## src/rtl/lsa_pkg.sv

```systemverilog
package lsa_pkg;

    localparam int unsigned LSA_LANES  = 4;
    localparam int unsigned LSA_LANE_W = 8;

    typedef enum logic {
        SER_IDLE,
        SER_SHIFT
    } ser_state_e;

    typedef enum logic {
        DES_HUNT,
        DES_FILL
    } des_state_e;

    // one bit time on a serial line: framing strobe plus data
    typedef struct packed {
        logic strobe;
        logic data;
    } ser_sym_t;

    // packet bit offset of a lane's byte; lane 0 sits in the top byte
    function automatic int unsigned lane_slot(int unsigned lane,
                                              int unsigned lanes,
                                              int unsigned lane_w);
        return (lanes - 1 - lane) * lane_w;
    endfunction

    // a capture request that lands mid-packet (not on its final bit)
    function automatic logic capture_refused(logic en, ser_state_e st, logic last);
        return en && (st == SER_SHIFT) && !last;
    endfunction

endpackage

```

## src/rtl/lsa_tx_serializer.sv

```systemverilog
module lsa_tx_serializer
    import lsa_pkg::*;
#(
    parameter int unsigned LANES  = LSA_LANES,
    parameter int unsigned LANE_W = LSA_LANE_W
) (
    input  logic                      clk,
    input  logic                      rst,
    input  logic                      cyc_en,
    input  logic [LANES*LANE_W-1:0]   rd_lanes,
    output ser_sym_t                  tx_sym,
    output logic                      overrun
);
    localparam int unsigned PKT_W = LANES * LANE_W;
    localparam int unsigned CW    = $clog2(PKT_W);
    localparam int unsigned BW    = $clog2(LANE_W);

    logic [LANES-1:0][LANE_W-1:0] hold;
    ser_state_e                   state;
    logic [CW-1:0]                pos;
    logic                         last;
    logic                         accept;
    logic [CW-BW-1:0]             lane_idx;
    logic [BW-1:0]                bit_idx;

    assign last   = (pos == CW'(PKT_W - 1));
    assign accept = cyc_en && ((state == SER_IDLE) || last);

    // holding registers: one byte per device, loaded only on an accepted capture
    always_ff @(posedge clk) begin
        if (rst) begin
            hold <= '0;
        end else if (accept) begin
            for (int g = 0; g < LANES; g++) begin
                hold[g] <= rd_lanes[g*LANE_W +: LANE_W];
            end
        end
    end

    always_ff @(posedge clk) begin
        if (rst) begin
            state   <= SER_IDLE;
            pos     <= '0;
            overrun <= 1'b0;
        end else begin
            overrun <= capture_refused(cyc_en, state, last);
            if (accept) begin
                state <= SER_SHIFT;
                pos   <= '0;
            end else if (state == SER_SHIFT) begin
                if (last) begin
                    state <= SER_IDLE;
                    pos   <= '0;
                end else begin
                    pos <= pos + CW'(1);
                end
            end
        end
    end

    // upper position bits walk the lanes in order, lower bits walk each byte MSB first
    assign lane_idx = pos[CW-1:BW];
    assign bit_idx  = ~pos[BW-1:0];

    always_comb begin
        tx_sym.data   = 1'b0;
        tx_sym.strobe = 1'b0;
        if (state == SER_SHIFT) begin
            tx_sym.data   = hold[lane_idx][bit_idx];
            tx_sym.strobe = (pos == '0);
        end
    end

endmodule

```

## src/rtl/lsa_rx_deserializer.sv

```systemverilog
module lsa_rx_deserializer
    import lsa_pkg::*;
#(
    parameter int unsigned LANES  = LSA_LANES,
    parameter int unsigned LANE_W = LSA_LANE_W
) (
    input  logic                      clk,
    input  logic                      rst,
    input  ser_sym_t                  rx_sym,
    output logic [LANES*LANE_W-1:0]   wr_lanes,
    output logic                      wr_valid
);
    localparam int unsigned PKT_W = LANES * LANE_W;
    localparam int unsigned CW    = $clog2(PKT_W);

    logic [PKT_W-1:0] sh;
    logic [PKT_W-1:0] nxt;
    logic [PKT_W-1:0] pkt_q;
    des_state_e       st;
    logic [CW-1:0]    cnt;
    logic             done;

    assign nxt  = {sh[PKT_W-2:0], rx_sym.data};
    assign done = (st == DES_FILL) && !rx_sym.strobe && (cnt == CW'(PKT_W - 1));

    always_ff @(posedge clk) begin
        if (rst) begin
            sh       <= '0;
            st       <= DES_HUNT;
            cnt      <= '0;
            pkt_q    <= '0;
            wr_valid <= 1'b0;
        end else begin
            wr_valid <= done;
            if (done) begin
                pkt_q <= nxt;
            end
            if (rx_sym.strobe) begin
                // a strobe always opens a fresh packet, dropping any partial one
                sh  <= nxt;
                st  <= DES_FILL;
                cnt <= CW'(1);
            end else if (st == DES_FILL) begin
                sh <= nxt;
                if (cnt == CW'(PKT_W - 1)) begin
                    st  <= DES_HUNT;
                    cnt <= '0;
                end else begin
                    cnt <= cnt + CW'(1);
                end
            end
        end
    end

    // spread the packet over the device lanes: first received byte to lane 0
    for (genvar g = 0; g < LANES; g++) begin : g_lane
        localparam int unsigned SLOT = lane_slot(g, LANES, LANE_W);
        assign wr_lanes[g*LANE_W +: LANE_W] = pkt_q[SLOT +: LANE_W];
    end

endmodule

```

## src/rtl/lane_serdes_adapter.sv

```systemverilog
module lane_serdes_adapter
    import lsa_pkg::*;
#(
    parameter int unsigned LANES  = LSA_LANES,
    parameter int unsigned LANE_W = LSA_LANE_W
) (
    input  logic                      clk,
    input  logic                      rst,
    input  logic                      cyc_en,
    input  logic [LANES*LANE_W-1:0]   rd_lane_data,
    output logic                      tx_bit,
    output logic                      tx_start,
    output logic                      tx_overrun,
    input  logic                      rx_bit,
    input  logic                      rx_start,
    output logic [LANES*LANE_W-1:0]   wr_lane_data,
    output logic                      wr_valid
);
    ser_sym_t tx_sym;
    ser_sym_t rx_sym;

    assign rx_sym.strobe = rx_start;
    assign rx_sym.data   = rx_bit;

    lsa_tx_serializer #(
        .LANES  (LANES),
        .LANE_W (LANE_W)
    ) u_tx (
        .clk      (clk),
        .rst      (rst),
        .cyc_en   (cyc_en),
        .rd_lanes (rd_lane_data),
        .tx_sym   (tx_sym),
        .overrun  (tx_overrun)
    );

    lsa_rx_deserializer #(
        .LANES  (LANES),
        .LANE_W (LANE_W)
    ) u_rx (
        .clk      (clk),
        .rst      (rst),
        .rx_sym   (rx_sym),
        .wr_lanes (wr_lane_data),
        .wr_valid (wr_valid)
    );

    assign tx_bit   = tx_sym.data;
    assign tx_start = tx_sym.strobe;

endmodule

```

## config.mk

```make
export PLATFORM = sky130hd
export DESIGN_NAME = lane_serdes_adapter
export DESIGN_NICKNAME = d
export VERILOG_FILES = /design/src/rtl/lsa_pkg.sv /design/src/rtl/lsa_tx_serializer.sv /design/src/rtl/lsa_rx_deserializer.sv /design/src/rtl/lane_serdes_adapter.sv
export SDC_FILE = /design/constraint.sdc
export NUM_CORES = 1
export LEC_CHECK = 0
export ABC_AREA = 1
export BUFFER_PORTS_ARGS = -buffer_cell sky130_fd_sc_hd__buf_2
export CAP_MARGIN = 15
export CELL_PAD_IN_SITES_DETAIL_PLACEMENT = 2
export CELL_PAD_IN_SITES_GLOBAL_PLACEMENT = 2
export CORE_ASPECT_RATIO = 0.9
export CORE_MARGIN = 10
export CORE_UTILIZATION = 28
export CTS_CLUSTER_SIZE = 10
export DETAILED_ROUTE_END_ITERATION = 6
export GPL_TIMING_DRIVEN = 0
export PLACE_DENSITY = 0.82
export SETUP_SLACK_MARGIN = 0.5
export SYNTH_ARGS = -nofsm -noshare
export SYNTH_HDL_FRONTEND = slang
export SYNTH_SLANG_ARGS = --single-unit
export TNS_END_PERCENT = 5
```

## constraint.sdc

```tcl
create_clock -name clk -period 1.5 [get_ports clk]
set_input_delay 0.15 -clock clk [delete_from_list [all_inputs] [get_ports clk]]
set_output_delay 0.15 -clock clk [all_outputs]
set_load 0.1 [all_outputs]
```

==> results.ini, run 1 <==
[outcome]
status = complete, but fails checks
violations = negative setup slack

[cells_and_area]
num_antenna_cells = 0
nets = 722
finalNonFillerCells = 882
fin_area_mm2 = 0.00649
area_growth_pct = 50.3
fillers = 1615
post_route_cells_drive_above_1_share_pct = 34.9

[power_and_ir_drop]
p_sw_share_pct = 27.9
power.leakage_nw = 2.74
combPwrFrac_pct = 11.5
p_seq_share_pct = 51.1
power_frac_clock_pct = 37.4
p_per_area_mw_per_mm2 = 950
switching_power_mw = 1.72
p_int_mw = 4.44
peakVddDrop_mv = 0.570

[setup_path]
arrival_ns = 1.89
path_cells = inv_8 -> buf_8 -> nand2_4 -> nand3_2 -> a21oi_2 -> nor2_1 -> nand2_2 -> nand2_2 -> nor2_4 -> buf_12
required_ns = 1.35
reg2reg_depth = 11
critPathMaxFanout = 6
slowest_delay_ns = 0.45
crit_type = flip-flop to output pin
timing.critical_path.from = u_tx.pos[3]
cp-start-kind = flip-flop
crit_top_cell = nand2_2
rr_startpoint = u_tx.pos[3]
timing.rr.end = u_tx.hold[4]
rrSetupSlack_ns = -0.39
slowest_stage = dfxtp_4
endpoint_kind = output pin

[timing]
slew_viol_final = 0
period_minus_slack_ns = 2.04
timing.final.ws_setup_ns = -0.544
tns_ns = -15.25
max_slew_margin_pct = 66.2
fin_skew_ns = 0.00835
period_share_pct = 136
worstMarginPinSlew_ns = 0.506
hold_viol_final = 0
finalSetupViolCount = 71
fmax_mhz = 489
rsz0062_at_grt = yes

[global_routing]
grt_use_total_pct = 15.3
grt_pass1_vias = 4741
antenna_found_initial = 1
overflow = 0
grt_max_degree = 19
grt_pass1_wl_mm = 25.3

[detailed_routing]
avgViaCountPerCell = 4.80
drt-initial-drc-count = 227
drc = 0
first_pass_iters = 4
wl_per_cell_um = 19.1
vias = 4231
ant_nets = 0
wirelength_mm = 16.9

[logic_synthesis]
syn_nets = 622
synth-seq-cells = 109
synth_area_mm2 = 0.00432
async_flop_share_pct = 0
synth.mux.area_fraction_pct = 0
synth.largest_area_cell = dfxtp_1
syn_avg_cell_area_um2 = 7.46
synth_top_family_by_area = simple AND/OR/NAND/NOR gates
synthSimpleGateAreaFrac_pct = 25.4
synth_compound_area_share_pct = 15.2
synth_cell_types = 22
synth-edff-count = 0
ys_seq_area_share_pct = 50.5
synth_warnings = 0
synthTopCellsByCount = 188 x nor2_1, 109 x dfxtp_1, 93 x o21ai_0
synth_top_area_share_pct = 50.5
synthTopCellsByArea = dfxtp_1 51%, nor2_1 16%, o21ai_0 11%, nand2_1 3.9%, a21oi_1 3.1%
synth_xor_area_share_pct = 0
synth_cells = 579
synth.most_common_cell = nor2_1
synth_flop_cell = dfxtp_1
synthAdderAreaFrac_pct = 1.74

[clock_tree]
tritoncts = built
clock_sinks = 109
clock_latency_ns = 0.36
htreeDepth = 3
cts-root-buf = clkbuf_16
max-clock-path-buffers = 2
clk_pin_slew_ns = 0.08
cts_buffers = 9

[min_path]
min_from = rd_lane_data[28]
min_path_type = primary input to flip-flop
whs_path_depth = 3
min_to = u_tx.hold[28]

[run]
maxCapViolCount = 0

[placed_design]
dp_cells = 849
place_ws_ns = -0.445
gp_congestion = 0.831
dpl_cell_area_mm2 = 0.00499
numPortBuffers = 72
hpwl_mm = 10.7

[die]
num_rows = 42
die_y_um = 138
die_x_um = 151
io_pins = 73
dieArea_mm2 = 0.0208
core_mm2 = 0.0149
start_util_pct = 28.9

routing by layer:
metal | up-vias | track usage, % | share of wire, %
li1 | 2049 | - | -
met1 | 2069 | 18.0 | 42
met2 | 88 | 26.9 | 51
met3 | 23 | 4.69 | 5.1
met4 | 2 | 2.94 | 1.7
met5 | - | 0 | 0.042
state kept, by name, indices dropped and copies added, names as in the netlist:
name,cells
u_tx.hold,32
u_rx.pkt_q,32
u_tx.pos,5
u_rx.sh,31
u_tx.overrun,1
u_rx.cnt,5
u_rx.st,1
u_rx.wr_valid,1
u_tx.state,1
per-stage QoR:
step	hold slack, ns	power (mW)	util, %
5_1_grt	0.0473	6.45	43.5
6_report	0.0406	6.17	43.5
3_3_place_gp	0.378	3.71	33.5
2_1_floorplan	0.219	3.54	-
4_1_cts	0.0370	6.10	41.2
3_5_place_dp	0.385	3.76	33.5
final cells by class:
cell class                 instances  area [µm²]  share of cell area [%]
inverter                          34         148                    2.27
clock inverter                     6        47.5                   0.733
buffer                            32         325                    5.01
multi-input combinational        404        2200                    34.0
timing repair buffer              89        1090                    16.8
clock buffer                      10         229                    3.53
tap                              198         248                    3.82
sequential                       109        2200                    33.9
critical path, delay by kind of cell, from the launching register on:
family,cells,cell delay (ns)
AND/OR/NAND/NOR,6,0.53
AO/OA/AOI/OAI,1,0.17
buffers and inverters,3,0.38
flip-flops,1,0.45
how the worst max path moves through the flow:
stage | slack (ns) | to | cells after the start
after floorplan | -0.09 | u_tx.hold[19] | 11
after global placement | -0.37 | u_rx.pkt_q[5] | 10
after detailed placement | -0.45 | u_rx.pkt_q[5] | 10
after CTS | -0.42 | tx_bit | 10
after global routing | -0.59 | tx_bit | 10
final | -0.54 | tx_bit | 10
power groups by stage:
stage | clock network, mW | registers (mW) | logic [mW]
after floorplan | 0 | 3.17 | 0.375
final | 2.30 | 3.15 | 0.708
after global routing | 2.49 | 3.17 | 0.788
after CTS | 2.34 | 3.13 | 0.620
after detailed placement | 0 | 3.19 | 0.568
after global placement | 0 | 3.18 | 0.529
cells by family after synthesis:
kind of cell | after synthesis
simple gates | 269
compound gates | 129
flops | 109
buf+inv | 66
fa+ha+maj | 6
repair_timing:
item / 4_1_cts / 5_1_grt
resized for setup: 232 / 103
hold buffers: 0 / 0
cloned: 2 / 2
pin swaps: 13 / 23
endpoints found under the setup margin: 145 / 145
buffers inserted: 10 / 3
layout by cell type (no fill, tap or decap), types with 4 or more instances in the layout:
cell type and instances:
nor2_1 137, dfxtp_1 101, o21ai_0 82, nor2_2 43
buf_12 40, nand2_1 38, buf_2 37, inv_1 25
a21oi_1 22, nor2_4 19, o21ai_1 16, buf_4 13
buf_6 13, nand3_1 13, clkbuf_16 11, clkbuf_1 7
buf_8 6, inv_2 5, a21oi_2 5, nand2_2 4
nand3_2 4, clkbuf_2 4, dfxtp_2 4, dfxtp_4 4
No activity file was read; power rests on OpenSTA's default activity.
==> run 2: changes to the inputs <==
Settings changed: CORE_ASPECT_RATIO 0.9 to not set, CORE_UTILIZATION 28 to 29, PLACE_DENSITY 0.82 to 0.83, SYNTH_HIERARCHICAL set to 1.
Clock period 1.5 ns to 1.8 ns, I/O delays scaled along.
==> run 2 against run 1 <==
  * The flow still finishes with violations (negative setup slack)
  * Sequential power down 17%
  * Combinational power fell by 16%
  * Clock skew up 0.0012 ns
  * Count of clock-buffer cells in the layout is 1 lower
  * Critical endpoint unchanged
  * Worst setup slack improved by 0.19 ns
  * Highest routed layer is now met4
  * Wire length is 1.3% lower
  * Synthesized cell count is 1.6% higher
  * Clock power is 2% lower
  * Non-clock buffer count grew 6
  * Via count grew 4.1%
==> results.ini, run 2 <==
[outcome]
status = complete, but fails checks
violations = negative setup slack

[power_and_ir_drop]
finalPower_mw = 5.46  ; -11%
peakVddDrop_mv = 0.511  ; -10%
power.leakage_nw = 2.53  ; -7.9%
p_per_area_mw_per_mm2 = 870  ; -8.4%

[min_path]
min_from = rd_lane_data[28]
min_path_type = primary input to flip-flop
min_to = u_tx/hold[28]
whs_path_depth = 3  ; unchanged

[cells_and_area]
area_growth_pct = 40.7
nets = 728  ; +0.83%
top_regs = u_rx/pkt_q (32), u_tx/hold (32), u_rx/sh (31)
fillers = 1656  ; +2.5%
final_common_cell = nor2_1
multi_input_area_mm2 = 0.00237  ; +7.5%
num_antenna_cells = 0  ; unchanged
post_route_cells_drive_above_1_share_pct = 37.2  ; +2.3 points
regArea_mm2 = 0.00220  ; about the same
mostFrequentLayoutCells = 108 x nor2_1, 102 x dfxtp_1, 47 x o21ai_0
fin_util_pct = 41.4  ; -2.1 points

[setup_path]
rr_startpoint = u_tx/pos[3]
critPathMaxFanout = 10  ; +4
required_ns = 1.62  ; +0.27 ns
endpoint_kind = output pin
arrival_ns = 1.97  ; +0.08 ns
crit_type = flip-flop to output pin
reg2reg_depth = 11  ; unchanged
rrSetupSlack_ns = -0.01  ; +0.38 ns
cp-start-kind = flip-flop
timing.rr.end = u_tx/hold[3]

[logic_synthesis]
synth.most_common_cell = nor2_1
ys_seq_area_share_pct = 48.9  ; -1.6 points
synth_warnings = 6  ; +6
synth-edff-count = 0  ; unchanged
synth_cell_types = 25  ; +14%
synth-seq-cells = 109  ; unchanged
synth_top_area_share_pct = 48.9  ; -1.6 points
async_flop_share_pct = 0  ; unchanged
synthTopCellsByCount = 118 x nor2_1, 109 x dfxtp_1, 81 x nand2_1
synth.largest_area_cell = dfxtp_1
synthTopCellsByArea = dfxtp_1 49%, nor2_1 9.9%, o21ai_0 6.8%, nand2_1 6.8%, a21oi_1 6.6%
synth_area_mm2 = 0.00446  ; +3.2%
synth_flop_cell = dfxtp_1
syn_nets = 630  ; +1.3%
syn_avg_cell_area_um2 = 7.58  ; +1.7%
synth_cells = 588  ; +1.6%

[die]
die_x_um = 144  ; -4.6%
die_y_um = 144  ; +4.5%
start_util_pct = 29.4  ; +0.50 points
io_pins = 73  ; unchanged
dieArea_mm2 = 0.0207  ; -0.30%
num_rows = 45  ; +7.1%
core_mm2 = 0.0151  ; +1.5%

[placed_design]
hpwl_mm = 10.7  ; -0.52%
gp_congestion = 0.831  ; about the same
numPortBuffers = 72  ; unchanged

[clock_tree]
cts-root-buf = clkbuf_16
tritoncts = built
max-clock-path-buffers = 2  ; unchanged
cts_buffers = 9  ; unchanged
htreeDepth = 3  ; unchanged
clk_pin_slew_ns = 0.08  ; about the same
clock_latency_ns = 0.37  ; about the same
clock_sinks = 109  ; unchanged
hold_buffers = 0  ; unchanged

[detailed_routing]
vias = 4406  ; +4.1%
wl_met2_mm = 8.63  ; +0.76%
first_pass_iters = 4  ; unchanged
wl_met3_um = 693  ; -19%
wl_met1_mm = 6.94  ; -2.7%
drc = 0  ; unchanged
wirelength_mm = 16.6  ; -1.3%
top_layer = met4
wl_per_cell_um = 18.9  ; -0.97%
drt-initial-drc-count = 221  ; -2.6%
avgViaCountPerCell = 5.01  ; +4.5%
ant_nets = 0  ; unchanged

[timing]
finalSetupViolCount = 3  ; -96%
timing.final.ws_setup_ns = -0.350  ; +0.194 ns
fin_skew_ns = 0.00960  ; +0.00124 ns
holdWs_ns = 0.0332  ; -0.00744 ns
period_share_pct = 119
tns_ns = -0.363  ; +14.89 ns
rsz0062_at_grt = yes
worstMarginPinSlew_ns = 0.736  ; +0.230 ns
fmax_mhz = 465
period_minus_slack_ns = 2.15
max_slew_margin_pct = 50.9  ; -15 points
hold_viol_final = 0  ; unchanged
slew_viol_final = 0  ; unchanged

[global_routing]
grt_pass1_wl_mm = 26.3  ; +4.3%
grt_pass1_vias = 4955  ; +4.5%
grt_use_total_pct = 16.0  ; +0.72 points
grt_max_degree = 20  ; +1
overflow = 0  ; unchanged
antenna_found_initial = 0  ; -1

[run]
maxCapViolCount = 0  ; unchanged

## run 2: critical path, stage by stage (launching register included)
cell	delay (ns)
dfxtp_4	0.38
buf_8	0.15
o21ai_0	0.29
o21ai_1	0.14
nor2_1	0.18
nor2_2	0.07
nor2_2	0.16
nor2_4	0.07
buf_12	0.16
## run 2: worst max-delay path by stage
stage,from,to,slack [ns],cells after the start
after floorplan,u_tx/pos[3],tx_bit,0.19,9
after global placement,u_tx/pos[3],tx_bit,-0.10,10
after detailed placement,u_rx/cnt[0],u_rx/pkt_q[3],-0.15,9
after CTS,u_tx/pos[3],tx_bit,-0.19,10
after global routing,u_tx/pos[3],tx_bit,-0.48,8
final,u_tx/pos[3],tx_bit,-0.35,8
## run 2: final cells by class
| cell class | instances | area share [%] |
|---|---|---|
| Tap cell | 188 | 3.75 |
| Inverter | 37 | 2.37 |
| Sequential cell | 109 | 35.1 |
| Clock buffer | 9 | 3.59 |
| Clock inverter | 7 | 1.69 |
| Multi-Input combinational cell | 402 | 37.7 |
| Buffer | 40 | 5.34 |
| Timing Repair Buffer | 87 | 10.4 |
## run 2: cell families after synthesis
group | synth area share (%)
adders and majority gates | 1.40
buffers and inverters | 8.47
AOI/OAI and AO/OA | 14.8
and+or+nand+nor | 26.4
DFF | 48.9
## run 2: metrics by stage
stage / std cells / worst slack (ns) / cell area [µm²]
5_1_grt: 879 / -0.477 / 6270
3_5_place_dp: 848 / -0.152 / 5130
6_report: 879 / -0.350 / 6270
3_3_place_gp: 848 / -0.101 / 5130
2_1_floorplan: 588 / 0.187 / 4530
4_1_cts: 875 / -0.186 / 6120
## run 2: where the power goes
part           switching, mW  internal [mW]  total (mW)  leakage, nW
logic                  0.389          0.209       0.598         1.47
clock network           1.01           1.25        2.25        0.163
registers             0.0841           2.52        2.61        0.897
## run 2: metal layers
layer / up-vias / GRT usage (%)
met5: - / 0
met4: 0 / 5.96
met3: 29 / 3.61
met2: 78 / 28.0
met1: 2172 / 18.6
li1: 2127 / -
## run 2: timing repair
item                                    4_1_cts  5_1_grt
setup buffers                                 8        4
endpoints found under the setup margin      113      108
pin swaps                                    53       33
gates cloned                                  3        0
gates resized for setup                     174       45
